[config.mk]
export PLATFORM = sky130hd
export DESIGN_NAME = pwin_decoder
export DESIGN_NICKNAME = d
export VERILOG_FILES = /design/src/rtl/pwin_pkg.sv /design/src/rtl/pwin_addr_match.sv /design/src/rtl/pwin_cfg_space.sv /design/src/rtl/pwin_rdata_mux.sv /design/src/rtl/pwin_decoder.sv
export SDC_FILE = /design/constraint.sdc
export NUM_CORES = 1
export LEC_CHECK = 0
export BUFFER_PORTS_ARGS = -buffer_cell sky130_fd_sc_hd__clkbuf_2
export CAP_MARGIN = 20
export CELL_PAD_IN_SITES_DETAIL_PLACEMENT = 0
export CELL_PAD_IN_SITES_GLOBAL_PLACEMENT = 1
export CORE_ASPECT_RATIO = 1.75
export CORE_UTILIZATION = 43
export CTS_CLUSTER_SIZE = 30
export DETAILED_ROUTE_END_ITERATION = 16
export GPL_TIMING_DRIVEN = 0
export PLACE_DENSITY_LB_ADDON = 0.05
export SETUP_SLACK_MARGIN = 0.5
export SYNTH_ARGS = -nofsm -noshare
export SYNTH_HDL_FRONTEND = slang
export SYNTH_SLANG_ARGS = --single-unit
export TNS_END_PERCENT = 5
[constraint.sdc]
create_clock -name clk -period 3.39 [get_ports clk]
set_clock_uncertainty 0.05 [all_clocks]
set_input_delay 0.1695 -clock clk [delete_from_list [all_inputs] [get_ports clk]]
set_output_delay 0.1695 -clock clk [all_outputs]
set_load 0.01 [all_outputs]
[src/rtl/pwin_pkg.sv]
package pwin_pkg;
  typedef enum logic [1:0] {
    TGT_NONE = 2'd0,
    TGT_SYS  = 2'd1,
    TGT_CFG  = 2'd2,
    TGT_WIN  = 2'd3
  } tgt_e;
endpackage

[src/rtl/pwin_addr_match.sv]
module pwin_addr_match
  import pwin_pkg::*;
#(
  parameter int ADDR_W = 16,
  parameter int OFS_W  = 8
) (
  input  logic [ADDR_W-1:0]       addr,
  input  logic                    access,
  input  logic                    win_en,
  input  logic [ADDR_W-OFS_W-1:0] win_page,
  output tgt_e                    tgt
);
  localparam int PAGE_W = ADDR_W - OFS_W;
  localparam logic [PAGE_W-1:0] SYS_PAGE = PAGE_W'(0);
  localparam logic [PAGE_W-1:0] CFG_PAGE = PAGE_W'(1);

  logic [PAGE_W-1:0] page;
  assign page = addr[ADDR_W-1:OFS_W];

  always_comb begin
    tgt = TGT_NONE;
    if (access) begin
      if (page == SYS_PAGE)                      tgt = TGT_SYS;
      else if (page == CFG_PAGE)                 tgt = TGT_CFG;
      else if (win_en && (page == win_page))     tgt = TGT_WIN;
    end
  end
endmodule

[src/rtl/pwin_cfg_space.sv]
module pwin_cfg_space #(
  parameter int OFS_W    = 8,
  parameter int DATA_W   = 8,
  parameter int BASE_W   = 32,
  parameter int CMD_OFS  = 4,
  parameter int BASE_OFS = 16,
  parameter int EN_BIT   = 1
) (
  input  logic              clk,
  input  logic              rst,
  input  logic              wr_en,
  input  logic [OFS_W-1:0]  off,
  input  logic [DATA_W-1:0] wdata,
  output logic              win_en,
  output logic [BASE_W-1:0] base,
  output logic [DATA_W-1:0] rdata
);
  localparam int LANES = BASE_W / DATA_W;
  localparam logic [OFS_W-1:0] CMD_A = OFS_W'(CMD_OFS);

  logic [DATA_W-1:0] lane_rd [LANES];
  logic [LANES-1:0]  lane_hit;

  always_ff @(posedge clk) begin
    if (rst)                          win_en <= 1'b0;
    else if (wr_en && off == CMD_A)   win_en <= wdata[EN_BIT];
  end

  for (genvar g = 0; g < LANES; g++) begin : g_lane
    localparam logic [OFS_W-1:0] LANE_A = OFS_W'(BASE_OFS + g);
    assign lane_hit[g] = (off == LANE_A);
    assign lane_rd[g]  = base[g*DATA_W +: DATA_W];
    always_ff @(posedge clk) begin
      if (rst)                      base[g*DATA_W +: DATA_W] <= '0;
      else if (wr_en && lane_hit[g]) base[g*DATA_W +: DATA_W] <= wdata;
    end
  end

  always_comb begin
    rdata = '0;
    if (off == CMD_A) rdata[EN_BIT] = win_en;
    for (int i = 0; i < LANES; i++)
      if (lane_hit[i]) rdata = lane_rd[i];
  end

  // enable follows the written bit
  a_r3_cmd_write: assert property (@(posedge clk) disable iff (rst)
    (wr_en && off == CMD_A) |=> (win_en == $past(wdata[EN_BIT])));
  // lowest lane takes the written byte
  a_r4_lane_write: assert property (@(posedge clk) disable iff (rst)
    (wr_en && lane_hit[0]) |=> (base[DATA_W-1:0] == $past(wdata)));
  // writes outside the map leave state alone
  a_r8_cfg_drop: assert property (@(posedge clk) disable iff (rst)
    (wr_en && off != CMD_A && lane_hit == '0) |=> ($stable(base) && $stable(win_en)));
endmodule

[src/rtl/pwin_rdata_mux.sv]
module pwin_rdata_mux
  import pwin_pkg::*;
#(
  parameter int DATA_W = 8
) (
  input  logic              clk,
  input  logic              rst,
  input  logic              rd_q,
  input  tgt_e              tgt_q,
  input  logic [DATA_W-1:0] cfg_q,
  input  logic [DATA_W-1:0] sys_rdata,
  input  logic [DATA_W-1:0] win_rdata,
  output logic [DATA_W-1:0] bus_rdata
);
  always_ff @(posedge clk) begin
    if (rst || !rd_q) bus_rdata <= '0;
    else begin
      unique case (tgt_q)
        TGT_SYS: bus_rdata <= sys_rdata;
        TGT_CFG: bus_rdata <= cfg_q;
        TGT_WIN: bus_rdata <= win_rdata;
        default: bus_rdata <= '0;
      endcase
    end
  end

  // no read in the decode stage gives zero
  a_r10_idle_zero: assert property (@(posedge clk) disable iff (rst)
    !rd_q |=> (bus_rdata == '0));
  // an unmatched read returns zero
  a_r8_none_zero: assert property (@(posedge clk) disable iff (rst)
    (rd_q && tgt_q == TGT_NONE) |=> (bus_rdata == '0));
endmodule

[src/rtl/pwin_decoder.sv]
module pwin_decoder
  import pwin_pkg::*;
#(
  parameter int ADDR_W   = 16,
  parameter int OFS_W    = 8,
  parameter int DATA_W   = 8,
  parameter int BASE_W   = 32,
  parameter int CMD_OFS  = 4,
  parameter int BASE_OFS = 16,
  parameter int EN_BIT   = 1
) (
  input  logic              clk,
  input  logic              rst,
  input  logic [ADDR_W-1:0] bus_addr,
  input  logic              bus_rd,
  input  logic              bus_wr,
  input  logic [DATA_W-1:0] bus_wdata,
  input  logic [DATA_W-1:0] sys_rdata,
  input  logic [DATA_W-1:0] win_rdata,
  output logic              sys_sel,
  output logic              cfg_sel,
  output logic              win_sel,
  output logic [OFS_W-1:0]  loc_off,
  output logic              loc_rd,
  output logic              loc_wr,
  output logic [DATA_W-1:0] loc_wdata,
  output logic [DATA_W-1:0] bus_rdata
);
  localparam int PAGE_W = ADDR_W - OFS_W;

  logic              access, rd_eff, wr_eff;
  logic              win_en;
  logic [BASE_W-1:0] base;
  logic [DATA_W-1:0] cfg_rdata;
  tgt_e              tgt, tgt_q;
  logic              rd_q;
  logic [DATA_W-1:0] cfg_q;

  assign access = bus_rd | bus_wr;
  assign wr_eff = bus_wr;
  assign rd_eff = bus_rd & ~bus_wr;

  pwin_addr_match #(.ADDR_W(ADDR_W), .OFS_W(OFS_W)) u_match (
    .addr     (bus_addr),
    .access   (access),
    .win_en   (win_en),
    .win_page (base[ADDR_W-1:OFS_W]),
    .tgt      (tgt)
  );

  pwin_cfg_space #(
    .OFS_W(OFS_W), .DATA_W(DATA_W), .BASE_W(BASE_W),
    .CMD_OFS(CMD_OFS), .BASE_OFS(BASE_OFS), .EN_BIT(EN_BIT)
  ) u_cfg (
    .clk    (clk),
    .rst    (rst),
    .wr_en  (wr_eff && tgt == TGT_CFG),
    .off    (bus_addr[OFS_W-1:0]),
    .wdata  (bus_wdata),
    .win_en (win_en),
    .base   (base),
    .rdata  (cfg_rdata)
  );

  always_ff @(posedge clk) begin
    if (rst) begin
      tgt_q     <= TGT_NONE;
      rd_q      <= 1'b0;
      loc_off   <= '0;
      loc_wr    <= 1'b0;
      loc_wdata <= '0;
      cfg_q     <= '0;
    end else begin
      tgt_q     <= tgt;
      rd_q      <= rd_eff;
      loc_off   <= (tgt != TGT_NONE) ? bus_addr[OFS_W-1:0] : '0;
      loc_wr    <= wr_eff && (tgt != TGT_NONE);
      loc_wdata <= wr_eff ? bus_wdata : '0;
      cfg_q     <= cfg_rdata;
    end
  end

  assign sys_sel = (tgt_q == TGT_SYS);
  assign cfg_sel = (tgt_q == TGT_CFG);
  assign win_sel = (tgt_q == TGT_WIN);
  assign loc_rd  = rd_q && (tgt_q != TGT_NONE);

  pwin_rdata_mux #(.DATA_W(DATA_W)) u_rmux (
    .clk       (clk),
    .rst       (rst),
    .rd_q      (rd_q),
    .tgt_q     (tgt_q),
    .cfg_q     (cfg_q),
    .sys_rdata (sys_rdata),
    .win_rdata (win_rdata),
    .bus_rdata (bus_rdata)
  );

  // selects are mutually exclusive
  a_r9_onehot: assert property (@(posedge clk) disable iff (rst)
    $onehot0({sys_sel, cfg_sel, win_sel}));
  // idle cycle gives no select next
  a_r9_idle: assert property (@(posedge clk) disable iff (rst)
    !access |=> !(sys_sel || cfg_sel || win_sel));
  // page zero goes to system registers
  a_r1_sys_page: assert property (@(posedge clk) disable iff (rst)
    (access && bus_addr[ADDR_W-1:OFS_W] == PAGE_W'(0)) |=>
      (sys_sel && loc_off == $past(bus_addr[OFS_W-1:0])));
  // page one goes to configuration space
  a_r2_cfg_page: assert property (@(posedge clk) disable iff (rst)
    (access && bus_addr[ADDR_W-1:OFS_W] == PAGE_W'(1)) |=> cfg_sel);
  // closed window is never selected
  a_r6_closed: assert property (@(posedge clk) disable iff (rst)
    !win_en |=> !win_sel);
endmodule

==> results.sh <==
export IMPL_status="complete, no violations"
export IMPL_period_needed_ns=1.75
export IMPL_leakage_nw=1.71
export IMPL_cts_sinks=69
export IMPL_maxCapViolCount=0
export IMPL_routedWlPerCell_um=15.8
export IMPL_synth_area_leaders="dfxtp_1, mux2i_1, nand2b_1"
export IMPL_ys_types=40
export IMPL_synth_edf_count=0
export IMPL_fmax_mhz=572
export IMPL_synthToLayoutAreaGrowth_pct=25.2
export IMPL_core_mm2=0.00654
export IMPL_synthFlopType="dfxtp_1"
export IMPL_initial_core_util_pct=44.3
export IMPL_rsz0062_at_grt="false"
export IMPL_fill_cells=639
export IMPL_min_path_type="primary input to flip-flop"
export IMPL_startpoint_type="primary input"
export IMPL_htree_levels=3
export IMPL_vias_per_cell=4.98
export IMPL_syn_cell_area_mm2=0.00290
export IMPL_grt_pass1_vias=2222
export IMPL_instances_no_fill=438
export IMPL_synthTopCellsByCount="dfxtp_1, mux2i_1, nand2b_1"
export IMPL_worstSkewPairLatency_ns=0.33
export IMPL_arrival_ns=1.94
export IMPL_clk_pin_slew_ns=0.05
export IMPL_fin_area_mm2=0.00363
export IMPL_cts_tree="yes"
export IMPL_drive_gt1_share_pct=28.7
export IMPL_ctsResizeCount=0
export IMPL_critPathMaxFanout=10
export IMPL_ys_async_sr_fraction_pct=0
export IMPL_antenna_found_initial=0
export IMPL_io_pins=73
export IMPL_cts_hold_fix_buffers=0
export IMPL_seq_area_frac_synth_pct=47.6
export IMPL_clk_path_buf_depth=2
export IMPL_cts_root_buf="clkbuf_16"
export IMPL_io_buffers=72
export IMPL_grt_pass1_wl_mm=11.1
export IMPL_finalPower_w=0.00176
export IMPL_place_congestion=0.759
export IMPL_setup_viol=0
export IMPL_drt_iter0_drc=99
export IMPL_via_count=2183
export IMPL_nets=397
export IMPL_cp_end_kind="flip-flop"
export IMPL_synthCells=270
export IMPL_drc=0
export IMPL_cts_buffers_inserted=9
export IMPL_yosysTopAreaCell="dfxtp_1"
export IMPL_post_dp_cell_area_mm2=0.00336
export IMPL_num_rows=39
export IMPL_routed_wl_mm=6.91
export IMPL_multiInputGateArea_mm2=0.00147
export IMPL_hold_violations=0
export IMPL_drt_antenna_violating_nets=0
export IMPL_synth_most_common_cell="dfxtp_1"
export IMPL_worst_pin_slew_ns=0.752
export IMPL_synth_top_cell_area_share_pct=47.6
export IMPL_rrSetupSlack_ns=1.69
export IMPL_post_route_period_util_pct=51.6
export IMPL_dr_pass1_iters=4
export IMPL_final_seq_area_mm2=0.00138
export IMPL_setup_tns_ns=0
export IMPL_hpwlAfterDp_mm=5.10
export IMPL_grt_overflow_total=0
export IMPL_antenna_cells=0
export IMPL_crit_type="primary input to flip-flop"
export IMPL_slew_viol_final=0
export IMPL_numPlacedInstances=424
export IMPL_synthesis_nets=314
export IMPL_grt_max_degree=11
export IMPL_max_slew_margin_pct=49.9
export IMPL_fin_util_pct=55.5
export IMPL_ys_seq_elements=69
export IMPL_cts_setup_buffers=0
export IMPL_die_w_um=64.1
export IMPL_ir_drop_v=0.000415
export IMPL_powerDensity_mw_per_mm2=484
export IMPL_required_ns=3.58
export IMPL_avgSynthCellArea_um2=10.7
export IMPL_yosys_warnings=0
export IMPL_die_area_mm2=0.00709
export IMPL_grtUsageTotal_pct=21.3
export IMPL_die_h_um=111
## per-layer routing
layer	global-route usage (%)	part of all wire, %
met5	0	0
met4	10.8	2.6
met3	4.75	4.2
met2	37.3	52
met1	23.2	41
## stage by stage
| step | setup WS, ns | hold WS [ns] |
|---|---|---|
| finish | 1.64 | 0.00456 |
| global route | 1.58 | 0.00568 |
| CTS | 1.65 | 0.00272 |
| detailed placement | 1.32 | 0.341 |
| global placement | 1.34 | 0.338 |
| floorplan | 1.76 | 0.196 |
## state kept, by name, summed over array words and instances, names as in the netlist
register / flops
loc_wr: 1
tgt_q: 2
cfg_q: 8
rd_q: 1
loc_wdata: 8
loc_off: 8
u_rmux.bus_rdata: 8
u_cfg.base: 32
u_cfg.win_en: 1
## cells by family after synthesis
family	after synthesis	synth area share, %
buffers and inverters	13	1.73
xor gates and xnor gates	8	2.42
muxes	56	19.7
and+or+nand+nor	94	20.8
DFF	69	47.6
AOI/OAI and AO/OA	30	7.64
## worst max-delay path, stage by stage
cell      delay [ns]
clkbuf_2        0.09
or4_4           0.57
nor3_4          0.47
nand2_2         0.37
mux2i_1         0.27
## layout make-up
cell class                 count  share of cell area [%]
sequential                    69                    38.1
buffer                        12                    1.28
inverter                       1                   0.103
tap                           82                    2.83
timing repair buffer          72                    9.93
clock buffer                  13                    7.17
clock inverter                 1                   0.207
multi-input combinational    188                    40.4
## path summary, 6_finish.rpt
kind / from / endpoint / depth (start not counted)
hold reg to reg: u_cfg.base[7] / u_cfg.base[7] / 2
hold / removal: bus_wdata[5] / loc_wdata[5] / 2
setup reg to reg: u_cfg.base[11] / loc_off[7] / 4
setup / recovery: bus_addr[5] / u_cfg.base[16] / 5
## where the power goes
group	switching [W]	leakage [nW]	total, W	internal [W]
clock	0.000315	0.128	0.000841	0.000526
combinational	0.0000527	1.03	0.0000971	0.0000443
sequential	0.00000117	0.557	0.000818	0.000817
total	0.000369	1.71	0.00176	0.00139
## placed cells by master (no fill, tap or decap), types with 2 or more instances in the layout
master,instances
a21boi_0,7
nand2_2,2
mux2i_1,47
a21oi_1,2
clkbuf_2,72
clkbuf_1,11
o21ai_0,2
or3_1,2
and2_1,9
nand2b_1,43
nor2_1,16
xnor2_1,3
nor2b_1,4
xor2_1,5
clkbuf_8,2
a221oi_1,7
buf_1,2
clkbuf_16,9
dfxtp_1,69
a22oi_1,8
nand2_1,3
mux2_2,9
Note: power is estimated with default switching activity, not from simulation.
